$ cat src/rtl/countdown_alarm.sv
module countdown_alarm #(
  parameter int CNT_W  = 32,
  parameter int ADDR_W = 3
) (
  input  logic              clk,
  input  logic              rst_n,
  input  logic              sec_tick,
  input  logic              bus_we,
  input  logic [ADDR_W-1:0] bus_addr,
  input  logic [CNT_W-1:0]  bus_wdata,
  output logic [CNT_W-1:0]  bus_rdata,
  output logic              irq_o,
  output logic              wake_o
);
  localparam logic [ADDR_W-1:0] A_SPAN = ADDR_W'(0);
  localparam logic [ADDR_W-1:0] A_LEFT = ADDR_W'(1);
  localparam logic [ADDR_W-1:0] A_RUN  = ADDR_W'(2);
  localparam logic [ADDR_W-1:0] A_IEN  = ADDR_W'(3);
  localparam logic [ADDR_W-1:0] A_STAT = ADDR_W'(4);
  localparam logic [ADDR_W-1:0] A_WEN  = ADDR_W'(5);
  localparam logic [CNT_W-1:0]  ONE    = CNT_W'(1);
  localparam logic [CNT_W-1:0]  ZERO   = '0;

  logic [CNT_W-1:0] span_q, left_q;
  logic run_q, ien_q, wen_q, pend_q;
  logic ld, step, hit, clr;

  assign ld   = bus_we && (bus_addr == A_SPAN);
  assign step = run_q && sec_tick && (left_q != ZERO) && !ld;
  assign hit  = step && (left_q == ONE);
  assign clr  = bus_we && (bus_addr == A_STAT) && bus_wdata[0];

  always_ff @(posedge clk) begin
    if (!rst_n) begin
      span_q <= ZERO;
      left_q <= ZERO;
    end else if (ld) begin
      span_q <= bus_wdata;
      left_q <= bus_wdata;
    end else if (step) begin
      left_q <= left_q - ONE;
    end
  end

  always_ff @(posedge clk) begin
    if (!rst_n) begin
      run_q <= 1'b0;
      ien_q <= 1'b0;
      wen_q <= 1'b0;
    end else if (bus_we) begin
      if (bus_addr == A_RUN) run_q <= bus_wdata[0];
      if (bus_addr == A_IEN) ien_q <= bus_wdata[0];
      if (bus_addr == A_WEN) wen_q <= bus_wdata[0];
    end
  end

  always_ff @(posedge clk) begin
    if (!rst_n)   pend_q <= 1'b0;
    else if (hit) pend_q <= 1'b1;
    else if (clr) pend_q <= 1'b0;
  end

  assign irq_o  = pend_q & ien_q;
  assign wake_o = pend_q & wen_q;

  always_comb begin
    case (bus_addr)
      A_SPAN:  bus_rdata = span_q;
      A_LEFT:  bus_rdata = left_q;
      A_RUN:   bus_rdata = {{(CNT_W-1){1'b0}}, run_q};
      A_IEN:   bus_rdata = {{(CNT_W-1){1'b0}}, ien_q};
      A_STAT:  bus_rdata = {{(CNT_W-1){1'b0}}, pend_q};
      A_WEN:   bus_rdata = {{(CNT_W-1){1'b0}}, wen_q};
      default: bus_rdata = ZERO;
    endcase
  end

  a_r2_load_takes: assert property (@(posedge clk) disable iff (!rst_n)
    ld |=> (left_q == $past(bus_wdata)) && (span_q == $past(bus_wdata)));

  a_r3_dec_one: assert property (@(posedge clk) disable iff (!rst_n)
    (run_q && sec_tick && left_q != ZERO && !ld) |=> (left_q == $past(left_q) - ONE));

  a_r3_paused: assert property (@(posedge clk) disable iff (!rst_n)
    (!run_q && !ld) |=> $stable(left_q));

  a_r4_hold_zero: assert property (@(posedge clk) disable iff (!rst_n)
    (left_q == ZERO && !ld) |=> (left_q == ZERO));

  a_r4_expiry_sets: assert property (@(posedge clk) disable iff (!rst_n)
    (run_q && sec_tick && left_q == ONE && !ld) |=> pend_q);

  a_r6_clear: assert property (@(posedge clk) disable iff (!rst_n)
    (clr && !hit) |=> !pend_q);

  a_r8_irq_gate: assert property (@(posedge clk) disable iff (!rst_n)
    irq_o |-> (pend_q && ien_q));

  a_r9_wake_gate: assert property (@(posedge clk) disable iff (!rst_n)
    wake_o |-> (pend_q && wen_q));
endmodule

$ cat config.mk
export PLATFORM = sky130hd
export DESIGN_NAME = countdown_alarm
export DESIGN_NICKNAME = d
export VERILOG_FILES = /design/src/rtl/countdown_alarm.sv
export SDC_FILE = /design/constraint.sdc
export NUM_CORES = 1
export LEC_CHECK = 0
export ABC_CLOCK_PERIOD_IN_PS = 3900
export BUFFER_PORTS_ARGS = -buffer_cell sky130_fd_sc_hd__buf_2
export CAP_MARGIN = 20
export CORE_MARGIN = 3
export CORE_UTILIZATION = 50
export DETAILED_ROUTE_END_ITERATION = 7
export GPL_TIMING_DRIVEN = 0
export PLACE_DENSITY = 0.82
export SLEW_MARGIN = 20
export SYNTH_ARGS = -nofsm -noshare
export SYNTH_HDL_FRONTEND = slang
export SYNTH_SLANG_ARGS = --single-unit
$ cat constraint.sdc
create_clock -name clk -period 3.9 [get_ports clk]
set_input_delay 0 -clock clk [delete_from_list [all_inputs] [get_ports clk]]
set_output_delay 0 -clock clk [all_outputs]
set_load 0.005 [all_outputs]
==> results, run 1 <==
- The flow ran to the end, and the final reports show no timing, DRC or antenna violations.
- For this run, the post-layout net count is 619.
- The H-tree was split into 3 levels.
- The global-route wire length before repair is 19900 um.
- The compound-gate portion of the synthesized area is 0.280.
- The power density over the cells is 383 mW/mm^2.
- The largest individual stage delay along the critical path comes from the cell dfxtp_1.
- The worst-case hold slack is 0.0398 ns.
- For this run, the detailed router's first-pass iteration total came to 5.
- The final routed DRC violation total is 0.
- The number of inserted diodes is 0.
- The number of instances in the synthesized netlist is 464.
- IR analysis of the VDD net gives a maximum drop of 0.232 mV.
- In the final layout, the share of cells above drive strength 1 is 0.165.
- The yosys synthesis warning count is 0.
- The largest fanout on the critical path is 10.
- The top cell types in the final layout, fill and taps aside, are nand2_1 (80), buf_2 (77), dfxtp_1 (68).
- The number of synthesized register bits is 68.
- The number of I/O port buffers is 71.
- The share of synthesized area spent on multiplexers is 0.0139.
- The congestion estimate from routability-driven global placement came to 0.931.
- Leaving out fill and tap cells, the most frequent cell in the layout is nand2_1.
- Of the synthesized area, sequential elements account for 0.378.
- Clock latency on the worst-skew pair, taken at its later pin, is 0.36 ns.
- TritonCTS built the clock tree.
- The half-perimeter wire length after detailed placement is 8340 um.
- The synthesized netlist contains 41 unique library cells.
- The total negative setup slack is 0 ns.
- The worst-case setup margin in the final layout is 1.13 ns.
- By instance count, the cell type seen most on the critical path is buf_2.
- After clock tree synthesis, the setup repair step added 0 buffers.
- STA classifies the critical path endpoint as a flop.
- The largest incremental delay on the critical path is 0.39 ns.
- A synthesized cell averages 7.77 sq um.
- Fill cells in the final layout number 579.
- The fraction of synthesized cell area taken by the top area cell type is 0.378.
- The number of standard-cell rows in the floorplan is 30.
- The data required time at the worst endpoint is 4.17 ns.
- The post-detailed-route count of antenna-violating nets is 0.
- The time the final worst path needs with I/O delays and setup is 2.77 ns.
- The clock passes through at most 2 buffers.
- The worst-case clock skew is 0.00823 ns.
- The number of maximum-capacitance violations is 0.
- The cell type with the largest total area after synthesis is dfxtp_1.
- The clock root buffer master is clkbuf_8.
- The critical path is of the reg -> reg type.
- The worst setup timing slack at the placement stage is 1.32 ns.
- In this run, CTS created clock tree buffers numbering 9.
- The post-synth net total is 505.
- The number of global-route vias before repair is 4042.
- In this run the horizontal extent of the chip is 90.9 um.
- Of the total synthesized cell area, the portion taken by AND, OR, NAND and NOR gates is 0.270.
- The initial core utilization is 0.522.
- The maximum number of pins on one net before global-route repair is 12.
- The ratio of final minimum period to clock period is 0.709.
- The wire length reported by the detailed router is 12400 um.
- The clock input transition at the sequential cells of the worst setup and hold paths is 0.08 ns.
- The post-layout utilization of the core is 0.674.
- The type of origin of the critical path is a flop.
- 73 I/O pins were placed.
- The class of the tightest hold or removal check is in -> reg.
- In the final routed layout, each cell accounts on average for 18.3 um.
- Across every metal layer, demand over resource in global routing totals 0.302.
- The die extent in y is 90.9 um.
- The number of antenna violations at the first check in global routing came to 0.
- The initial DRC count is 438.
- Setup repair after global routing left no endpoint under its margin.
- The number of max-slew violations in the final report is 0.
- The ratio of routed vias to standard cells is 6.35.
- In this run the cell area of the synthesized design comes to 0.00361 sq mm.
- Of the total synthesized cell area, the portion taken by full adders, half adders and majority gates is 0.00694.
- The leakage power of the design is 1.81 nW.
- Walking the worst path, the cells encountered are inv_1 -> ha_1 -> nor3b_1 -> and4_1 -> a31o_2 -> buf_2 -> buf_2 -> o21ai_0 -> a31oi_1.
- Setup violations remaining at the end of the flow were counted as 0.
- The actual transition at the worst max-transition pin is 0.902 ns.
- Sorting the synthesized cells by area gives the leading types as dfxtp_1 (38%), nand2_1 (8.3%), a22o_1 (7.5%).
- The final global-route overflow total is 0.
- The standard cell core area is 0.00691 sq mm.
- The number of hold violations in the final report came to 0.
- Summing over every cut layer, the via total after detailed routing is 4313.
- The xor and xnor area share after synthesis is 0.00486.
- Timing would allow up to 362 MHz.
- The data arrival time of the critical path is 3.04 ns.
- The total clock sinks is 68.
- The layout-stage area growth over the synthesis result is 29.0%.
- The combinational family with the most area after synthesis is compound AO/OA/AOI/OAI gates.
- The die area is 0.00827 sq mm.
- The worst pin sits at a relative slew slack of 0.396.
[final cells by class]
class / instances / area (sq um) / area share
Sequential cell: 68 / 1360 / 0.293
Clock inverter: 4 / 95.1 / 0.0204
Buffer: 39 / 154 / 0.0331
Timing Repair Buffer: 103 / 676 / 0.145
Tap cell: 96 / 120 / 0.0258
Multi-Input combinational cell: 353 / 2080 / 0.446
Clock buffer: 12 / 155 / 0.0334
Inverter: 4 / 15.0 / 0.00323
[synth_stat cells, drive strengths merged]
| cell type | n |
|---|---|
| nand2 | 80 |
| dfxtp | 68 |
| a21oi | 37 |
| clkbuf | 32 |
| o21ai | 32 |
| a22o | 31 |
| a31oi | 25 |
| or4 | 22 |
| nor2 | 18 |
| o31ai | 16 |
| or3 | 16 |
| nand3 | 11 |
| nor4 | 9 |
| buf | 7 |
| nor3 | 7 |
| and2 | 6 |
| a211oi | 5 |
| mux2i | 5 |
| inv | 4 |
| nand4 | 4 |
| nand4b | 4 |
| and4 | 3 |
| nor3b | 3 |
| o41ai | 3 |
| ha | 2 |
| nand3b | 2 |
| xnor2 | 2 |
| a31o | 1 |
| a32oi | 1 |
| and3 | 1 |
| nand2b | 1 |
| nor2b | 1 |
| o2111ai | 1 |
| o211ai | 1 |
| o221ai | 1 |
| o31a | 1 |
| or2 | 1 |
[sequential cells by signal, summed over array words and instances (netlist names)]
| name | count |
|---|---|
| ien_q | 1 |
| left_q | 32 |
| span_q | 32 |
| run_q | 1 |
| wen_q | 1 |
| pend_q | 1 |
[critical path: cells and delay by family, from the launching register on]
kind                     cells  cell delay [ns]
adder cells (fa/ha/maj)      1             0.28
buffers and inverters        3             0.66
AND/OR/NAND/NOR              2             0.67
AO/OA/AOI/OAI                3             0.68
flip-flops                   1             0.39
[layer usage]
layer  up-vias  track usage  wire length (um)
met2       285        0.481              5700
li1       1972            -                 -
met5         -            0                 0
met3        47       0.0692              1210
met1      2009        0.383              5000
met4         0        0.146               517
[repair_timing]
action | in CTS | in global routing
endpoints found under the hold margin | 59 | 0
hold buffers | 32 | 0
resized for setup | 0 | 0
[kinds of logic (layout without fill, tap and decap cells)]
logic type | after synthesis | count (layout)
fa+ha+maj | 2 | 2
buf+inv | 43 | 162
simple gates | 189 | 189
xor+xnor | 2 | 2
compound gates | 155 | 155
mux | 5 | 5
flops | 68 | 68
[metrics by stage]
stage	instance area, sq um	instances	total power, mW
after floorplan	3610	464	0.916
after global placement	4080	631	1.01
after detailed placement	4080	631	1.01
after CTS	4650	679	1.77
after global routing	4650	679	1.83
final	4650	679	1.78
[power breakdown]
| group | total [mW] | internal (mW) | switching, mW |
|---|---|---|---|
| Clock | 0.743 | 0.459 | 0.284 |
| Combinational | 0.297 | 0.109 | 0.188 |
| Sequential | 0.741 | 0.715 | 0.0253 |
| Total | 1.78 | 1.28 | 0.497 |
[final timing paths]
| path | end | startpoint | cells past startpoint | slack, ns |
|---|---|---|---|---|
| worst max-delay path | left_q[4]$_SDFFE_PN0P_ | left_q[0]$_SDFFE_PN0P_ | 9 | 1.13 |
| worst min-delay path | left_q[31]$_SDFFE_PN0P_ | rst_n | 3 | 0.04 |
| worst max register to register | left_q[4]$_SDFFE_PN0P_ | left_q[0]$_SDFFE_PN0P_ | 9 | 1.13 |
| worst min register to register | span_q[23]$_SDFFE_PN0P_ | span_q[23]$_SDFFE_PN0P_ | 2 | 0.46 |
No activity file was read; power rests on OpenSTA's default activity.
==> inputs of run 2 (changes only) <==
--- a/config.mk
+++ b/config.mk
@@ -5,7 +5,7 @@
 export SDC_FILE = /design/constraint.sdc
 export NUM_CORES = 1
 export LEC_CHECK = 0
-export ABC_CLOCK_PERIOD_IN_PS = 3900
+export ABC_CLOCK_PERIOD_IN_PS = 2700
 export BUFFER_PORTS_ARGS = -buffer_cell sky130_fd_sc_hd__buf_2
 export CAP_MARGIN = 20
 export CORE_MARGIN = 3
==> constraint.sdc (replaced) <==
create_clock -name clk -period 2.7 [get_ports clk]
set_input_delay 0 -clock clk [delete_from_list [all_inputs] [get_ports clk]]
set_output_delay 0 -clock clk [all_outputs]
set_load 0.005 [all_outputs]
==> results, run 2 (synthesized netlist as in run 1, its figures left out) <==
- The number of buffers created by CTS is 9.
- The clock tree from TritonCTS is done.
- The multi-input combinational cells in the finished layout cover a total of 0.00209 sq mm.
- Across the run, the number of max-cap violations was 0.
- The number of instances on the worst hold path is 3.
- In this run the remaining antenna-violating nets after routing total 0.
- The largest buffer count on any clock path is 2.
- The largest fanout on the critical path is 10.
- The worst setup path is launched from a flop.
- The H-tree was split into 3 levels.
- Of the available clock period, the critical path in the final layout requires 0.948.
- The global-route wire length before repair is 20000 um.
- The maximum resistive drop on vdd is 0.337 mV.
- The total clock sinks is 68.
- The classification of the worst setup path is reg -> reg.
- The number of global-route vias before repair is 4044.
- The die boundary width is 90.9 um.
- The worst-case hold slack is 0.0574 ns.
- Data on the critical path arrives at its endpoint at 2.83 ns.
- The number of cells on the worst reg-to-reg path is 9.
- At the end of routability-driven placement, the weighted congestion stood at 0.931.
- For this run, design rule violations remaining after detail routing come to 0.
- The floorplan has 30 rows.
- The clock reaches the later pin of the worst-skew pair after 0.36 ns.
- After detailed routing, the average wire length per cell comes to 18.3 um.
- The final layout net count is 619.
- The clock root buffer master is clkbuf_8.
- The worst pin sits at a relative slew slack of 0.400.
- Setup violations remaining at the end of the flow were counted as 0.
- Summing all flip-flop and latch instances after layout gives 0.00136 sq mm.
- Power spread over the standard cell area amounts to 550 mW/mm^2.
- The die covers 0.00827 sq mm.
- The analysis attributes to cell leakage a power of 1.82 nW.
- The library cell used most frequently in the layout, excluding fill and tap cells, is nand2_1.
- The number of primary I/O pins is 73.
- The flow ran to the end, and the final reports show no timing, DRC or antenna violations.
- Wires add up to 12400 um.
- After global routing the overflow that remains totals 0.
- The number of max-slew violations in the final report is 0.
- Detailed placement finished with a half-perimeter wire length of 8340 um.
- The filler cell count is 576.
- The total negative setup slack is 0 ns.
- The ratio of cells with drive above 1 in the final layout is 0.172.
- Clock-pin slew was measured on the worst setup and hold paths at 0.08 ns.
- Relative to the synthesized area, the layout overhead comes to 29.6%.
- In the layout the commonest cells are nand2_1 (80), buf_2 (76), dfxtp_1 (67).
- The setup slack of the most critical reg-to-reg path is 0.14 ns.
- The data required time at the worst endpoint is 2.97 ns.
- The pre-antenna-repair detailed-routing pass consisted of 5 iterations.
- The time the final worst path needs with I/O delays and setup is 2.56 ns.
- The actual transition at the worst max-transition pin is 0.896 ns.
- The detailed router placed 4305 vias in this run.
- The number of antenna violations at the first check in global routing is 0.
- The worst-case clock skew is 0.00509 ns.
- Entering global routing, the biggest net connects 12 pins.
- The critical path goes through inv_1 -> ha_1 -> nor3b_2 -> and4_1 -> a31o_2 -> buf_2 -> clkbuf_4 -> o21ai_1 -> a31oi_1.
- Port buffering added 71 buffers.
- For this configuration, the core starts out at a cell density of 0.522.
- 0 antenna diodes ended up in the layout.
- The number of hold violations in the final report was 0.
- For this run, the total global-route usage over all layers was measured as 0.302.
- The die is 90.9 um tall.
- The capturing element type of the critical path is a flop.
- The initial DRC count is 475.
- The ratio of routed vias to standard cells is 6.34.
- The standard cell core area is 0.00691 sq mm.
- In the final layout, the registers with the most flip-flops are left_q (32), span_q (32).
- Static timing analysis puts the maximum clock frequency at 391 MHz.
- Setup repair after global routing left no endpoint under its margin.
- For this run, the slowest stage of the critical path takes 0.35 ns.
- For this design, the slowest cell found on the critical path is dfxtp_1.
- The worst hold path belongs to the class in -> reg.
## run 2: cell count changes in the layout (fill, tap and decap cells not counted), sizes merged
cell and delta:
buf -1, clkbuf +1
## run 2: layout make-up
| cell class | instances | area share |
|---|---|---|
| timing repair buffer | 103 | 0.145 |
| multi-input combinational | 353 | 0.448 |
| buffer | 39 | 0.0335 |
| clock inverter | 4 | 0.0203 |
| clock buffer | 12 | 0.0332 |
| sequential | 68 | 0.292 |
| inverter | 4 | 0.00321 |
| tap | 96 | 0.0257 |
## run 2: critical path: cells and delay by family, from the launching register on
kind,cells,cell delay (ns)
and+or+nand+nor,2,0.59
DFF,1,0.35
adders and majority gates,1,0.29
AOI/OAI and AO/OA,3,0.61
buffers and inverters,3,0.64
## run 2: repair_timing
item                       in CTS  in global routing
hold buffers                   32                  0
resized for setup               1                  5
gates cloned                    0                  0
setup buffers                   0                  0
setup endpoints to repair       1                  4
hold endpoints to repair       59                  0
## run 2: final timing paths
| kind | end | from |
|---|---|---|
| max | left_q[4]$_SDFFE_PN0P_ | left_q[1]$_SDFFE_PN0P_ |
| min | left_q[31]$_SDFFE_PN0P_ | rst_n |
| max reg2reg | left_q[4]$_SDFFE_PN0P_ | left_q[1]$_SDFFE_PN0P_ |
| min reg2reg | span_q[23]$_SDFFE_PN0P_ | span_q[23]$_SDFFE_PN0P_ |
## run 2: power breakdown
| group | total [mW] | internal (mW) | leakage, nW | switching, mW |
|---|---|---|---|---|
| logic | 0.429 | 0.160 | 1.14 | 0.269 |
| clock network | 1.07 | 0.663 | 0.127 | 0.409 |
| registers | 1.07 | 1.03 | 0.552 | 0.0378 |
| total | 2.57 | 1.86 | 1.82 | 0.716 |
## run 2: per-stage QoR
stage | cells | power (mW) | setup slack (ns) | area, sq um | utilization
after detailed placement | 631 | 1.46 | 0.118 | 4080 | 0.591
after CTS | 679 | 2.56 | 0.0658 | 4660 | 0.674
final | 679 | 2.57 | 0.142 | 4670 | 0.677
after floorplan | 464 | 1.32 | 0.601 | 3610 | -
after global routing | 679 | 2.65 | 0.00661 | 4670 | 0.677
after global placement | 631 | 1.45 | 0.210 | 4080 | 0.591
## run 2: routing by layer
metal | vias up | track usage | routed length [um]
li1 | 1978 | - | -
met1 | 1961 | 0.383 | 5010
met2 | 304 | 0.479 | 5680
met3 | 62 | 0.0700 | 1240
met4 | 0 | 0.148 | 525
met5 | - | 0 | 0
